--- config.mk ---
export PLATFORM = sky130hd
export DESIGN_NAME = bm_read_port
export DESIGN_NICKNAME = d
export VERILOG_FILES = /design/src/rtl/bm_pkg.sv /design/src/rtl/bmrp_cfg_latch.sv /design/src/rtl/bmrp_piece_seq.sv /design/src/rtl/bmrp_lane_sel.sv /design/src/rtl/bm_read_port.sv
export SDC_FILE = /design/constraint.sdc
export NUM_CORES = 1
export LEC_CHECK = 0
export BUFFER_PORTS_ARGS = -buffer_cell sky130_fd_sc_hd__buf_2
export CAP_MARGIN = 40
export CORE_MARGIN = 2
export CORE_UTILIZATION = 35
export CTS_CLUSTER_SIZE = 14
export DETAILED_ROUTE_END_ITERATION = 8
export GPL_TIMING_DRIVEN = 0
export SYNTH_ARGS = -nofsm -noshare
export SYNTH_HDL_FRONTEND = slang
export SYNTH_SLANG_ARGS = --single-unit
--- constraint.sdc ---
create_clock -name clk -period 1.5 [get_ports clk]
set_input_delay 0 -clock clk [delete_from_list [all_inputs] [get_ports clk]]
set_output_delay 0 -clock clk [all_outputs]
set_load 0.05 [all_outputs]
--- src/rtl/bm_pkg.sv ---
package bm_pkg;

    // Number of bits needed to index the largest piece count (four bytes).
    localparam int PIECE_IDX_W = 2;

    typedef enum logic [1:0] {
        BUS_FULL = 2'd0,
        BUS_HALF = 2'd1,
        BUS_BYTE = 2'd2
    } bus_mode_e;

    typedef struct packed {
        bus_mode_e mode;
        logic      big_end;
    } port_cfg_t;

    // Index of the final piece of a word for a given bus mode.
    function automatic logic [PIECE_IDX_W-1:0] last_piece(bus_mode_e m);
        case (m)
            BUS_HALF: last_piece = PIECE_IDX_W'(1);
            BUS_BYTE: last_piece = PIECE_IDX_W'(3);
            default:  last_piece = '0;
        endcase
    endfunction

endpackage

--- src/rtl/bmrp_cfg_latch.sv ---
module bmrp_cfg_latch
    import bm_pkg::*;
(
    input  logic      clk,
    input  logic      rst_n,
    input  logic      cfg_narrow,
    input  logic      cfg_byte,
    input  logic      cfg_big_end,
    output port_cfg_t cfg_q
);

    port_cfg_t cfg_d;
    port_cfg_t cfg_r_q;

    always_comb begin
        cfg_d = cfg_r_q;
        if (!rst_n) begin
            if (!cfg_narrow) begin
                cfg_d.mode = BUS_FULL;
            end else if (cfg_byte) begin
                cfg_d.mode = BUS_BYTE;
            end else begin
                cfg_d.mode = BUS_HALF;
            end
            cfg_d.big_end = cfg_big_end;
        end
    end

    always_ff @(posedge clk) begin
        cfg_r_q <= cfg_d;
    end

    assign cfg_q = cfg_r_q;


    cfg_frozen_chk: assert property (@(posedge clk) disable iff (!rst_n)
        1'b1 |=> $stable(cfg_r_q));

endmodule

--- src/rtl/bmrp_piece_seq.sv ---
module bmrp_piece_seq
    import bm_pkg::*;
(
    input  logic                   clk,
    input  logic                   rst_n,
    input  logic                   prst_n,
    input  logic                   rd_fire,
    input  bus_mode_e              mode,
    output logic [PIECE_IDX_W-1:0] piece_idx,
    output logic                   piece_last
);

    typedef struct packed {
        logic [PIECE_IDX_W-1:0] idx;
    } seq_state_t;

    seq_state_t st_d;
    seq_state_t st_q;
    logic [PIECE_IDX_W-1:0] last_idx;

    assign last_idx   = last_piece(mode);
    assign piece_idx  = st_q.idx;
    assign piece_last = (st_q.idx == last_idx);

    always_comb begin
        st_d = st_q;
        if (!rst_n || !prst_n) begin
            st_d.idx = '0;
        end else if (rd_fire) begin
            if (piece_last) begin
                st_d.idx = '0;
            end else begin
                st_d.idx = st_q.idx + PIECE_IDX_W'(1);
            end
        end
    end

    always_ff @(posedge clk) begin
        st_q <= st_d;
    end


    idx_in_range_chk: assert property (@(posedge clk) disable iff (!rst_n || !prst_n)
        1'b1 |=> (st_q.idx <= last_idx));


    idx_hold_chk: assert property (@(posedge clk) disable iff (!rst_n || !prst_n)
        !rd_fire |=> $stable(st_q.idx));

endmodule

--- src/rtl/bmrp_lane_sel.sv ---
module bmrp_lane_sel
    import bm_pkg::*;
#(
    parameter int WORD_W = 36
) (
    input  logic [WORD_W-1:0]      word,
    input  port_cfg_t              cfg,
    input  logic [PIECE_IDX_W-1:0] piece_idx,
    output logic [WORD_W-1:0]      piece
);

    localparam int HALF_W  = WORD_W / 2;
    localparam int BYTE_W  = WORD_W / 4;
    localparam int N_HALF  = 2;
    localparam int N_BYTE  = 4;

    logic [HALF_W-1:0] half_lane [N_HALF];
    logic [BYTE_W-1:0] byte_lane [N_BYTE];
    logic [PIECE_IDX_W-1:0] lane;

    // Lane 0 is always the least significant slice of the word.
    for (genvar g = 0; g < N_HALF; g++) begin : g_half
        assign half_lane[g] = word[g*HALF_W +: HALF_W];
    end

    for (genvar g = 0; g < N_BYTE; g++) begin : g_byte
        assign byte_lane[g] = word[g*BYTE_W +: BYTE_W];
    end

    always_comb begin
        lane  = '0;
        piece = '0;
        case (cfg.mode)
            BUS_HALF: begin
                lane = cfg.big_end ? {1'b0, ~piece_idx[0]} : {1'b0, piece_idx[0]};
                piece[HALF_W-1:0] = half_lane[lane[0]];
            end
            BUS_BYTE: begin
                lane = cfg.big_end ? (PIECE_IDX_W'(N_BYTE - 1) - piece_idx) : piece_idx;
                piece[BYTE_W-1:0] = byte_lane[lane];
            end
            default: begin
                piece = word;
            end
        endcase
    end

endmodule

--- src/rtl/bm_read_port.sv ---
module bm_read_port
    import bm_pkg::*;
#(
    parameter int WORD_W = 36
) (
    input  logic              clk,
    input  logic              rst_n,
    input  logic              prst_n,
    input  logic              cfg_narrow,
    input  logic              cfg_byte,
    input  logic              cfg_big_end,
    input  logic [WORD_W-1:0] fifo_word,
    input  logic              fifo_avail,
    output logic              fifo_pop,
    input  logic              rd_en,
    output logic [WORD_W-1:0] rd_data
);

    localparam int HALF_W = WORD_W / 2;
    localparam int BYTE_W = WORD_W / 4;

    typedef struct packed {
        logic [WORD_W-1:0] data;
    } out_state_t;

    port_cfg_t              cfg_q;
    logic                   rd_fire;
    logic [PIECE_IDX_W-1:0] piece_idx;
    logic                   piece_last;
    logic [WORD_W-1:0]      piece;
    out_state_t             out_d;
    out_state_t             out_q;

    assign rd_fire = rd_en && fifo_avail;

    bmrp_cfg_latch u_cfg (
        .clk         (clk),
        .rst_n       (rst_n),
        .cfg_narrow  (cfg_narrow),
        .cfg_byte    (cfg_byte),
        .cfg_big_end (cfg_big_end),
        .cfg_q       (cfg_q)
    );

    bmrp_piece_seq u_seq (
        .clk        (clk),
        .rst_n      (rst_n),
        .prst_n     (prst_n),
        .rd_fire    (rd_fire),
        .mode       (cfg_q.mode),
        .piece_idx  (piece_idx),
        .piece_last (piece_last)
    );

    bmrp_lane_sel #(.WORD_W(WORD_W)) u_sel (
        .word      (fifo_word),
        .cfg       (cfg_q),
        .piece_idx (piece_idx),
        .piece     (piece)
    );

    assign fifo_pop = rd_fire && piece_last && rst_n && prst_n;

    always_comb begin
        out_d = out_q;
        if (!rst_n || !prst_n) begin
            out_d.data = '0;
        end else if (rd_fire) begin
            out_d.data = piece;
        end
    end

    always_ff @(posedge clk) begin
        out_q <= out_d;
    end

    assign rd_data = out_q.data;


    out_hold_chk: assert property (@(posedge clk) disable iff (!rst_n || !prst_n)
        !rd_fire |=> $stable(rd_data));


    half_upper_zero_chk: assert property (@(posedge clk) disable iff (!rst_n)
        (cfg_q.mode == BUS_HALF) |-> (rd_data[WORD_W-1:HALF_W] == '0));


    byte_upper_zero_chk: assert property (@(posedge clk) disable iff (!rst_n)
        (cfg_q.mode == BUS_BYTE) |-> (rd_data[WORD_W-1:BYTE_W] == '0));


    pop_wraps_chk: assert property (@(posedge clk) disable iff (!rst_n || !prst_n)
        fifo_pop |=> (piece_idx == '0));


    full_pop_chk: assert property (@(posedge clk) disable iff (!rst_n || !prst_n)
        (cfg_q.mode == BUS_FULL && rd_fire) |-> fifo_pop);

endmodule

==> results of run 1 <==
==> kinds of logic (layout without fill, tap and decap cells) <==
group                      Yosys count  in the layout  synth area share [%]
buffers and inverters               69            166                  10.1
AOI/OAI and AO/OA                  150            150                  36.2
adders and majority gates            2              2                 0.845
and+or+nand+nor                    128            129                  22.9
DFF                                 41             41                  28.7
xor gates and xnor gates             3              3                  1.14
==> per-layer routing <==
layer	global-route usage, %	routed length, um	vias up
met4	8.57	345	0
met1	33.7	4970	1661
met2	39.2	5150	180
met3	5.09	902	30
met5	0	0	-
li1	-	-	1671
==> stage by stage <==
stage	total power, mW	worst slack [ns]	cells	instance area [um2]	hold slack, ns
6_report	3.31	-0.0788	596	4010	0.000824
3_3_place_gp	2.03	-0.225	578	3500	0.179
5_1_grt	3.43	-0.126	596	4010	0.0154
3_5_place_dp	2.05	-0.266	578	3500	0.179
2_1_floorplan	1.76	-0.0292	393	2970	0.0989
4_1_cts	3.24	-0.0676	596	3850	0.00117
==> worst paths after layout <==
path / end / slack (ns) / depth (start not counted)
worst max-delay path: fifo_pop / -0.08 / 6
worst min register to register: rd_data[35]$_SDFFE_PP0N_ / 0.45 / 2
worst min-delay path: rd_data[35]$_SDFFE_PP0N_ / 0.0008 / 3
worst max register to register: rd_data[7]$_SDFFE_PP0N_ / -0.03 / 6
==> flip-flops by register name, indices dropped and copies added (netlist names) <==
| register | count |
|---|---|
| u_seq.piece_idx | 2 |
| u_cfg.cfg_q | 3 |
| rd_data | 36 |
==> power groups by stage <==
stage	Sequential [mW]	Clock, mW	Combinational, mW
after floorplan	1.27	0	0.488
after global placement	1.18	0	0.853
after detailed placement	1.18	0	0.867
after CTS	1.16	1.10	0.982
after global routing	1.16	1.13	1.14
final	1.16	1.09	1.06
==> timing repair <==
item,CTS,global route
endpoints found under the setup margin,39,39
hold buffers,5,0
hold endpoints to repair,5,0
buffers inserted,4,0
gates resized for setup,68,51
pin swaps,4,12
gates cloned,2,0
==> tightest hold or removal path, stage by stage <==
cell     delay [ns]
buf_2          0.13
nand3_1        0.08
a21oi_1        0.06
==> placed cells by master (no fill, tap or decap), types with 6 or more instances in the layout <==
cell type	synthesis	final
buf_2	12	85
nand3_1	46	45
a21oi_1	39	39
nand2_1	38	38
dfxtp_1	38	37
o211ai_1	27	27
inv_1	21	20
nand3b_1	18	18
buf_4	1	12
and2_1	11	11
o2111ai_1	10	10
o21ai_0	19	10
clkbuf_1	26	9
a21o_1	9	9
a221oi_2	9	9
o22ai_1	9	9
o311ai_1	0	9
buf_6	3	8
clkbuf_4	0	8
o21ai_1	0	8
a22oi_1	9	7
nor3b_2	0	7
o311ai_2	0	6
==> area by class of cell <==
class,instances,area (um2)
Timing Repair Buffer,90,492
Clock buffer,6,93.8
Buffer,46,320
Inverter,22,83.8
Multi-Input combinational cell,284,2000
Fill cell,812,4210
Tap cell,105,131
Sequential cell,41,852
Clock inverter,2,38.8
==> run summary, run 1 <==
Required @ worst endpoint -> 1.50 ns
Setup TNS -> -0.186 ns
Clock slew at reported path FFs -> 0.10 ns
Floorplan die height -> 96.0 um
CP peak stage delay -> 0.43 ns
Final critical-path required period -> 1.58 ns
Antenna fix cells -> 0
CP endpoint kind -> output pin
Critical Path AT -> 1.58 ns
Clk_lat worst skew -> 0.31 ns
Nets@finish -> 536
Area leader, netlist -> dfxtp_1
Max Fclk -> 633 MHz
RR Startpoint -> u_cfg.cfg_q[0]$_DFFE_PN_
Top cells by area, synth -> dfxtp_1, nand3_1, o211ai_1
Crit path max-delay cell type -> edfxtp_1
Max Slew Vio Count -> 0
Hpwl dp -> 7890 um
Setup Skew -> 0.0105 ns
Worst Max-Slew Pin Slew -> 0.531 ns
CP bufs+invs -> 3
Type of the most critical hold path -> primary input to register
Initial Utilization -> 36.0%
Share of layout cells above drive strength 1 -> 33.8%
First-pass GRT wire length -> 17600 um
FP Rows -> 33
H-tree level count -> 2
Core area -> 8220 um2
Sequential share of the synthesized area -> 28.7%
Top-count cell post-synth -> nand3_1
Yosys reg bits -> 41
Most common flop cell mapped by yosys -> dfxtp_1
Initial antenna violation count -> 0
Final hold vios -> 0
Post-route ant nets -> 0
Synth top cells by count -> nand3_1, a21oi_1, dfxtp_1, nand2_1, o211ai_1
Util after Layout -> 48.8%
Synth top area share -> 25.7%
Drt pass-1 iters -> 5
Critical path's top delay family -> flip-flops
Vias in the first global route -> 3318
CP startpoint kind -> register
CTS tree -> done
IO Pins -> 81
CTS Buf Count -> 5
Syn Area/Cell -> 7.54 um2
DR vias/cell -> 5.94
Final wirelength -> 11400 um
CTS max path bufs -> 2
Synth-to-Final Area Change -> 35.4%
Max_cap viols -> 0
Total Routing Usage GR -> 24.9%
Crit Path Category -> register to output pin
Yosys cell types -> 31
Switching power -> 1.16 mW
Root Buffer -> clkbuf_8
VDD IR max -> 0.379 mV
Iteration-0 DRC Markers -> 289
Clk pwr share -> 32.9%
Part of the cycle the worst path needs -> 105%
Routed via count -> 3542
PortBufs -> 80
Die ar. -> 9210 um2
Final worst slack -> -0.0788 ns
Number of synthesized flops with an enable pin -> 3
PD cells -> 825 nW/um2
Aggregate global routing overflow -> 0
Status -> complete, but fails checks
Crit path max fanout -> 4
Post-Synthesis Net Count -> 439
Post-Syn Instances -> 393
Sw Share -> 35.0%
Ys Warns -> 0
CTS sink cnt -> 41
Worst Setup SP -> u_cfg.cfg_q[1]$_SDFFCE_PN0N_
Comb pwr share -> 32.1%
Final GP Congestion -> 0.922
Post-synth ARST share -> 0%
RSZ-0062 raised after global routing -> true
Max_slew headroom -> 64.6%
Crit path cell chain -> inv_2 > ha_4 > buf_8 > xnor2_2 > nor2_2 > buf_6
Final Setup Violations -> 13
Die Wd -> 96.0 um
WL/cell -> 19.1 um
Leakage -> 1.60 nW
Remaining DRCs -> 0
Post-Syn Area -> 2960 um2
Hold Path Origin -> fifo_word[35]
Violated checks -> negative setup slack
Pin count of the biggest net entering global routing -> 15
Sequential Power Share -> 35.0%
Cell internal pwr -> 2.15 mW
(Power assumes the default switching activity.)
==> run 2: changes to the inputs <==
PLACE_DENSITY = 0.66   (was unset)
clock period = 2 ns   (was 1.5 ns; I/O delays follow)
==> run summary, run 2 (synthesis results as in run 1) <==
Status -> finished clean
Largest register FFs -> 36 (unchanged)
Type of the most critical hold path -> primary input to register
Post-route ant nets -> 0 (unchanged)
Routed wl met2 -> 4620 um (-10%)
Crit path max fanout -> 10 (+6)
RR Startpoint -> u_cfg.cfg_q[2]$_SDFFCE_PN0N_
Initial antenna violation count -> 0 (unchanged)
IO Pins -> 81 (unchanged)
Pin count of the biggest net entering global routing -> 14 (-1)
Total Routing Usage GR -> 23.2% (-1.7 points)
PortBufs -> 80 (unchanged)
Final instance area -> 3610 um2 (-10%)
Reg2reg end -> rd_data[21]$_SDFFE_PP0N_
Remaining DRCs -> 0 (unchanged)
Most common cell after layout, fill and taps aside -> buf_2
Synth-to-Final Area Change -> 22.0%
Max Slew Vio Count -> 0 (unchanged)
PD cells -> 576 nW/um2 (-30%)
Floorplan die height -> 96.0 um (unchanged)
Leakage -> 1.42 nW (-11%)
Part of the cycle the worst path needs -> 91.9%
Met1 WL -> 4610 um (-7.2%)
DR vias/cell -> 5.80 (-2.4%)
Final hold vios -> 0 (unchanged)
FP Rows -> 33 (unchanged)
Critical Path AT -> 1.84 ns (+0.26 ns)
Worst r2r path cells -> 5 (-1)
R2R Setup Slk -> 0.20 ns (+0.23 ns)
Max_cap viols -> 0 (unchanged)
Final critical-path required period -> 1.84 ns
Top Metal Used -> met4
First-pass GRT wire length -> 16600 um (-5.7%)
Initial Utilization -> 36.0% (unchanged)
Die ar. -> 9210 um2 (unchanged)
CTS max path bufs -> 2 (unchanged)
Setup Skew -> 0.00916 ns (-0.00136 ns)
Hold depth -> 2 (-1)
Crit Path Category -> register to output pin
CP endpoint kind -> output pin
Hold Path Sink -> u_cfg.cfg_q[1]$_SDFFCE_PN0N_
RSZ-0062 raised after global routing -> false
Drt pass-1 iters -> 5 (unchanged)
Share of layout cells above drive strength 1 -> 24.2% (-9.6 points)
CTS tree -> done
Routed via count -> 3418 (-3.5%)
Antenna fix cells -> 0 (unchanged)
Core area -> 8220 um2 (unchanged)
Root Buffer -> clkbuf_8
Hpwl dp -> 7820 um (-0.97%)
CP startpoint kind -> register
Max Fclk -> 544 MHz
WL/cell -> 17.6 um (-7.5%)
Final wirelength -> 10400 um (-8.5%)
VDD IR max -> 0.341 mV (-10%)
Final GP Congestion -> 0.900 (-2.3%)
Met3 wire len -> 922 um (+2.2%)
Final Setup Violations -> 0 (-13)
Total power -> 2.08 mW (-37%)
Aggregate global routing overflow -> 0 (unchanged)
Setup TNS -> 0 ns (+0.186 ns)
CTS sink cnt -> 41 (unchanged)
CTS Buf Count -> 5 (unchanged)
Required @ worst endpoint -> 2.00 ns (+0.50 ns)
Nets@finish -> 529 (-1.3%)
Iteration-0 DRC Markers -> 248 (-14%)
Dpl cell area -> 3490 um2 (-0.11%)
Worst Max-Slew Pin Slew -> 0.568 ns (+0.0364 ns)
Vias in the first global route -> 3220 (-3.0%)
Clk_lat worst skew -> 0.30 ns (about the same)
Max_slew headroom -> 62.2% (-2.4 points)
Hold Path Origin -> cfg_narrow
Die Wd -> 96.0 um (unchanged)
H-tree level count -> 2 (unchanged)
Commonest non-fill, non-tap cells in the layout -> buf_2, nand3_1, a21oi_1
Clock slew at reported path FFs -> 0.08 ns (-0.02 ns)
-- run 2: cell types whose count changed in the layout (fill, tap and decap cells not counted), sizes merged, moves of 2 or more --
cell / before / now
buf: 109 / 100
clkbuf: 28 / 32
clkinv: 1 / 3
dlygate4sd3: 5 / 3
-- run 2: worst max-delay path by stage --
stage                                          end                         start  slack [ns]  cells after the start
final                                     fifo_pop  u_cfg.cfg_q[1]$_SDFFCE_PN0N_        0.16                      6
after floorplan                           fifo_pop  u_cfg.cfg_q[2]$_SDFFCE_PN0N_        0.27                      4
after detailed placement  rd_data[30]$_SDFFE_PP0N_  u_cfg.cfg_q[1]$_SDFFCE_PN0N_        0.18                      6
after CTS                 rd_data[30]$_SDFFE_PP0N_  u_cfg.cfg_q[1]$_SDFFCE_PN0N_        0.16                      6
after global routing      rd_data[22]$_SDFFE_PP0N_  u_cfg.cfg_q[1]$_SDFFCE_PN0N_        0.02                      6
after global placement    rd_data[30]$_SDFFE_PP0N_  u_cfg.cfg_q[2]$_SDFFCE_PN0N_        0.20                      5
-- run 2: final cells by class --
type	count	area [um2]
Clock buffer	5	68.8
Buffer	47	220
Timing Repair Buffer	83	430
Tap cell	105	131
Inverter	22	82.6
Clock inverter	3	17.5
Multi-Input combinational cell	283	1810
Fill cell	874	4600
Sequential cell	41	851
-- run 2: report_power, final --
part | switching [mW] | total, mW | internal (mW)
clock | 0.314 | 0.555 | 0.241
sequential | 0.0158 | 0.867 | 0.851
combinational | 0.434 | 0.659 | 0.225
-- run 2: per-layer routing --
metal / vias up / GRT usage, %
met5: - / 0
met4: 0 / 9.88
met3: 20 / 3.92
met2: 200 / 35.4
met1: 1549 / 32.0
li1: 1649 / -
-- run 2: critical path, stage by stage, from the launching register on --
cell      delay [ns]
edfxtp_1        0.36
inv_1           0.05
ha_1            0.34
buf_2           0.21
xnor2_1         0.14
nor2_1          0.15
buf_2           0.29
-- run 2: repair_timing --
action                                 in CTS  in global routing
gates cloned                                0                  0
setup endpoints to repair                   1                 10
endpoints found under the hold margin       3                  0
hold buffers                                3                  0
gates resized for setup                     1                  1
buffers inserted                            0                  0
-- run 2: through the flow --
step / utilization (%) / std cells / setup WS [ns] / hold slack [ns]
after global placement: 42.5 / 578 / 0.201 / 0.183
after floorplan: - / 393 / 0.267 / 0.0989
final: 44.0 / 589 / 0.162 / 0.0159
after CTS: 43.9 / 589 / 0.157 / 0.00358
after global routing: 44.0 / 589 / 0.0220 / 0.0115
after detailed placement: 42.5 / 578 / 0.176 / 0.184
==> run 3: changes to the inputs <==
ABC_AREA = 1   (was unset)
PLACE_DENSITY = 0.68   (was 0.66)
==> run summary, run 3 <==
Total Routing Usage GR -> 21.3% (-1.9 points)
PD cells -> 623 nW/um2 (+8.0%)
Die ar. -> 7820 um2 (-15%)
Synth top area share -> 30.5% (+4.8 points)
Register area -> 851 um2 (unchanged)
Crit Path Category -> register to output pin
Ys Warns -> 0 (unchanged)
Final GP Congestion -> 0.890 (-1.2%)
Worst Max-Slew Pin Slew -> 0.526 ns (-0.0418 ns)
Pin count of the biggest net entering global routing -> 13 (-1)
H-tree level count -> 2 (unchanged)
Initial antenna violation count -> 0 (unchanged)
Type of the most critical hold path -> primary input to register
Setup Skew -> 0.00443 ns (-0.00473 ns)
RR Startpoint -> u_cfg.cfg_q[2]$_SDFFCE_PN0N_
Top-count cell post-synth -> nand2_1
CTS Buf Count -> 5 (unchanged)
Cell internal pwr -> 1.35 mW (+2.5%)
Vias in the first global route -> 2672 (-17%)
VDD IR max -> 0.326 mV (-4.6%)
Area leader, netlist -> dfxtp_1
Hpwl dp -> 5800 um (-26%)
CP startpoint kind -> register
Critical Path AT -> 1.87 ns (+0.03 ns)
PortBufs -> 80 (unchanged)
Share of layout cells above drive strength 1 -> 25.3% (+1.1 points)
First-pass GRT wire length -> 12800 um (-23%)
Iteration-0 DRC Markers -> 247 (-0.40%)
Required @ worst endpoint -> 2.00 ns (about the same)
DR vias/cell -> 4.74 (-18%)
Crit path cell chain -> ha_1 > buf_6 > xor2_1 > nand3_1 > nor2_1 > clkbuf_4
Setup crit end -> fifo_pop
Sequential share of the synthesized area -> 34.1% (+5.4 points)
Most common flop cell mapped by yosys -> dfxtp_1
Part of the cycle the worst path needs -> 93.5% (+1.6 points)
Switching power -> 726 uW (-4.9%)
Top cells by area, synth -> dfxtp_1, nand2_1, nand3_1
Aggregate global routing overflow -> 0 (unchanged)
Final hold vios -> 0 (unchanged)
Synth top cells by count -> nand2_1, nand3_1, inv_1
Total power -> 2.08 mW (-0.22%)
Min Hold Slack -> 0.0205 ns (+0.00456 ns)
R2R Setup Slk -> 0.23 ns (+0.03 ns)
Clk_lat worst skew -> 0.30 ns (about the same)
Max_cap viols -> 0 (unchanged)
Final Setup Violations -> 0 (unchanged)
Yosys reg bits -> 41 (unchanged)
Comb pwr share -> 30.8% (-0.9 points)
IO Pins -> 81 (unchanged)
Max_slew headroom -> 64.9% (+2.8 points)
Number of synthesized flops with an enable pin -> 3 (unchanged)
Routed via count -> 2816 (-18%)
Fillers -> 748 (-14%)
Post-route ant nets -> 0 (unchanged)
Crit path max fanout -> 10 (unchanged)
RSZ-0062 raised after global routing -> false
Core area -> 6830 um2 (-17%)
Final critical-path required period -> 1.87 ns (+0.0315 ns)
Synth-to-Final Area Change -> 33.6%
Status -> finished clean
Clock slew at reported path FFs -> 0.07 ns (about the same)
Post-synth ARST share -> 0% (unchanged)
Worst r2r path cells -> 6 (+1)
Root Buffer -> clkbuf_8
Syn Area/Cell -> 6.43 um2 (-15%)
Largest register FFs -> 36 (unchanged)
Max Slew Vio Count -> 0 (unchanged)
Post-Syn Instances -> 388 (-1.3%)
Critical path depth in cells -> 6 (unchanged)
CTS sink cnt -> 41 (unchanged)
Reg2reg end -> rd_data[9]$_SDFFE_PP0N_
Post-Synthesis Net Count -> 434 (-1.1%)
Initial Utilization -> 36.5% (+0.49 points)
Util after Layout -> 48.8% (+4.9 points)
Clk pwr share -> 27.6% (+0.9 points)
Worst Setup SP -> u_cfg.cfg_q[2]$_SDFFCE_PN0N_
WL/cell -> 13.7 um (-22%)
Setup TNS -> 0 ns (unchanged)
Final wirelength -> 8150 um (-22%)
Critical path's top delay family -> buffers and inverters
Nets@finish -> 543 (+2.6%)
Leakage -> 1.71 nW (+20%)
Floorplan die height -> 88.5 um (-7.9%)
Remaining DRCs -> 0 (unchanged)
CTS max path bufs -> 2 (unchanged)
Post-Syn Area -> 2500 um2 (-16%)
Die Wd -> 88.5 um (-7.9%)
Yosys cell types -> 25 (-19%)
Sw Share -> 35.0% (-1.7 points)
CTS tree -> done
CP peak stage delay -> 0.40 ns (+0.04 ns)
FP Rows -> 30 (-9.1%)
Drt pass-1 iters -> 4 (-1)
Sequential Power Share -> 41.6% (about the same)
CP endpoint kind -> output pin
CP bufs+invs -> 2 (-1)
Crit path max-delay cell type -> edfxtp_1
Max Fclk -> 535 MHz (-1.7%)
Antenna fix cells -> 0 (unchanged)
Area of the multi-input gates -> 1320 um2 (-27%)
Most common cell after layout, fill and taps aside -> nand2_1
Commonest non-fill, non-tap cells in the layout -> nand2_1, buf_2, nand3_1
-- run 3: per-stage QoR --
| stage | cells | setup slack, ns | instance area (um2) |
|---|---|---|---|
| final | 594 | 0.130 | 3340 |
| after global routing | 594 | 0.00274 | 3340 |
| after CTS | 594 | 0.0387 | 3330 |
| after detailed placement | 564 | 0.225 | 3020 |
| after global placement | 564 | 0.264 | 3020 |
| after floorplan | 388 | 0.216 | 2500 |
-- run 3: routing by layer --
| metal | vias up | global-route usage [%] | share of wire (%) |
|---|---|---|---|
| li1 | 1452 | - | - |
| met1 | 1261 | 28.7 | 45 |
| met2 | 93 | 35.3 | 47 |
| met3 | 10 | 3.54 | 5.7 |
| met4 | 0 | 5.51 | 1.5 |
| met5 | - | 0 | 0 |
-- run 3: cell type report --
cell class / instances / share of cell area [%]
inverter: 57 / 6.41
multi-input combinational: 269 / 39.5
clock buffer: 8 / 2.70
sequential: 41 / 25.5
timing repair buffer: 102 / 18.7
tap: 96 / 3.60
buffer: 21 / 3.60
-- run 3: worst min path at each step --
stage,endpoint,from,cells after the start
global placement,u_cfg.cfg_q[0]$_DFFE_PN_,cfg_big_end,1
finish,u_cfg.cfg_q[0]$_DFFE_PN_,rst_n,2
detailed placement,u_cfg.cfg_q[0]$_DFFE_PN_,cfg_big_end,1
floorplan,u_cfg.cfg_q[0]$_DFFE_PN_,cfg_big_end,0
global route,u_cfg.cfg_q[0]$_DFFE_PN_,rst_n,2
CTS,u_cfg.cfg_q[0]$_DFFE_PN_,rst_n,2
-- run 3: worst register-to-register path: cells and delay by family (launching register included) --
kind	cells	cell delay, ns
flops	1	0.40
simple gates	1	0.08
buf+inv	2	0.60
fa+ha+maj	1	0.36
compound gates	2	0.26
-- run 3: timing repair --
item	4_1_cts	5_1_grt
buffers inserted	0	0
resized for setup	1	2
cloned	0	0
endpoints found under the hold margin	21	0
hold buffers	22	0
setup endpoints to repair	1	1
-- run 3: kinds of logic after synthesis --
logic type               Yosys count  synth area share (%)
AND/OR/NAND/NOR                  201                  37.0
buffers and inverters             78                  13.1
AO/OA/AOI/OAI                     63                  13.7
flip-flops                        41                  34.1
XOR/XNOR                           3                  1.05
adder cells (fa/ha/maj)            2                  1.00
-- run 3: power by group through the flow --
stage / combinational [mW] / sequential, mW / clock (mW)
finish: 0.640 / 0.864 / 0.573
global route: 0.710 / 0.867 / 0.629
CTS: 0.634 / 0.864 / 0.591
detailed placement: 0.595 / 0.883 / 0
global placement: 0.589 / 0.882 / 0
floorplan: 0.353 / 0.945 / 0
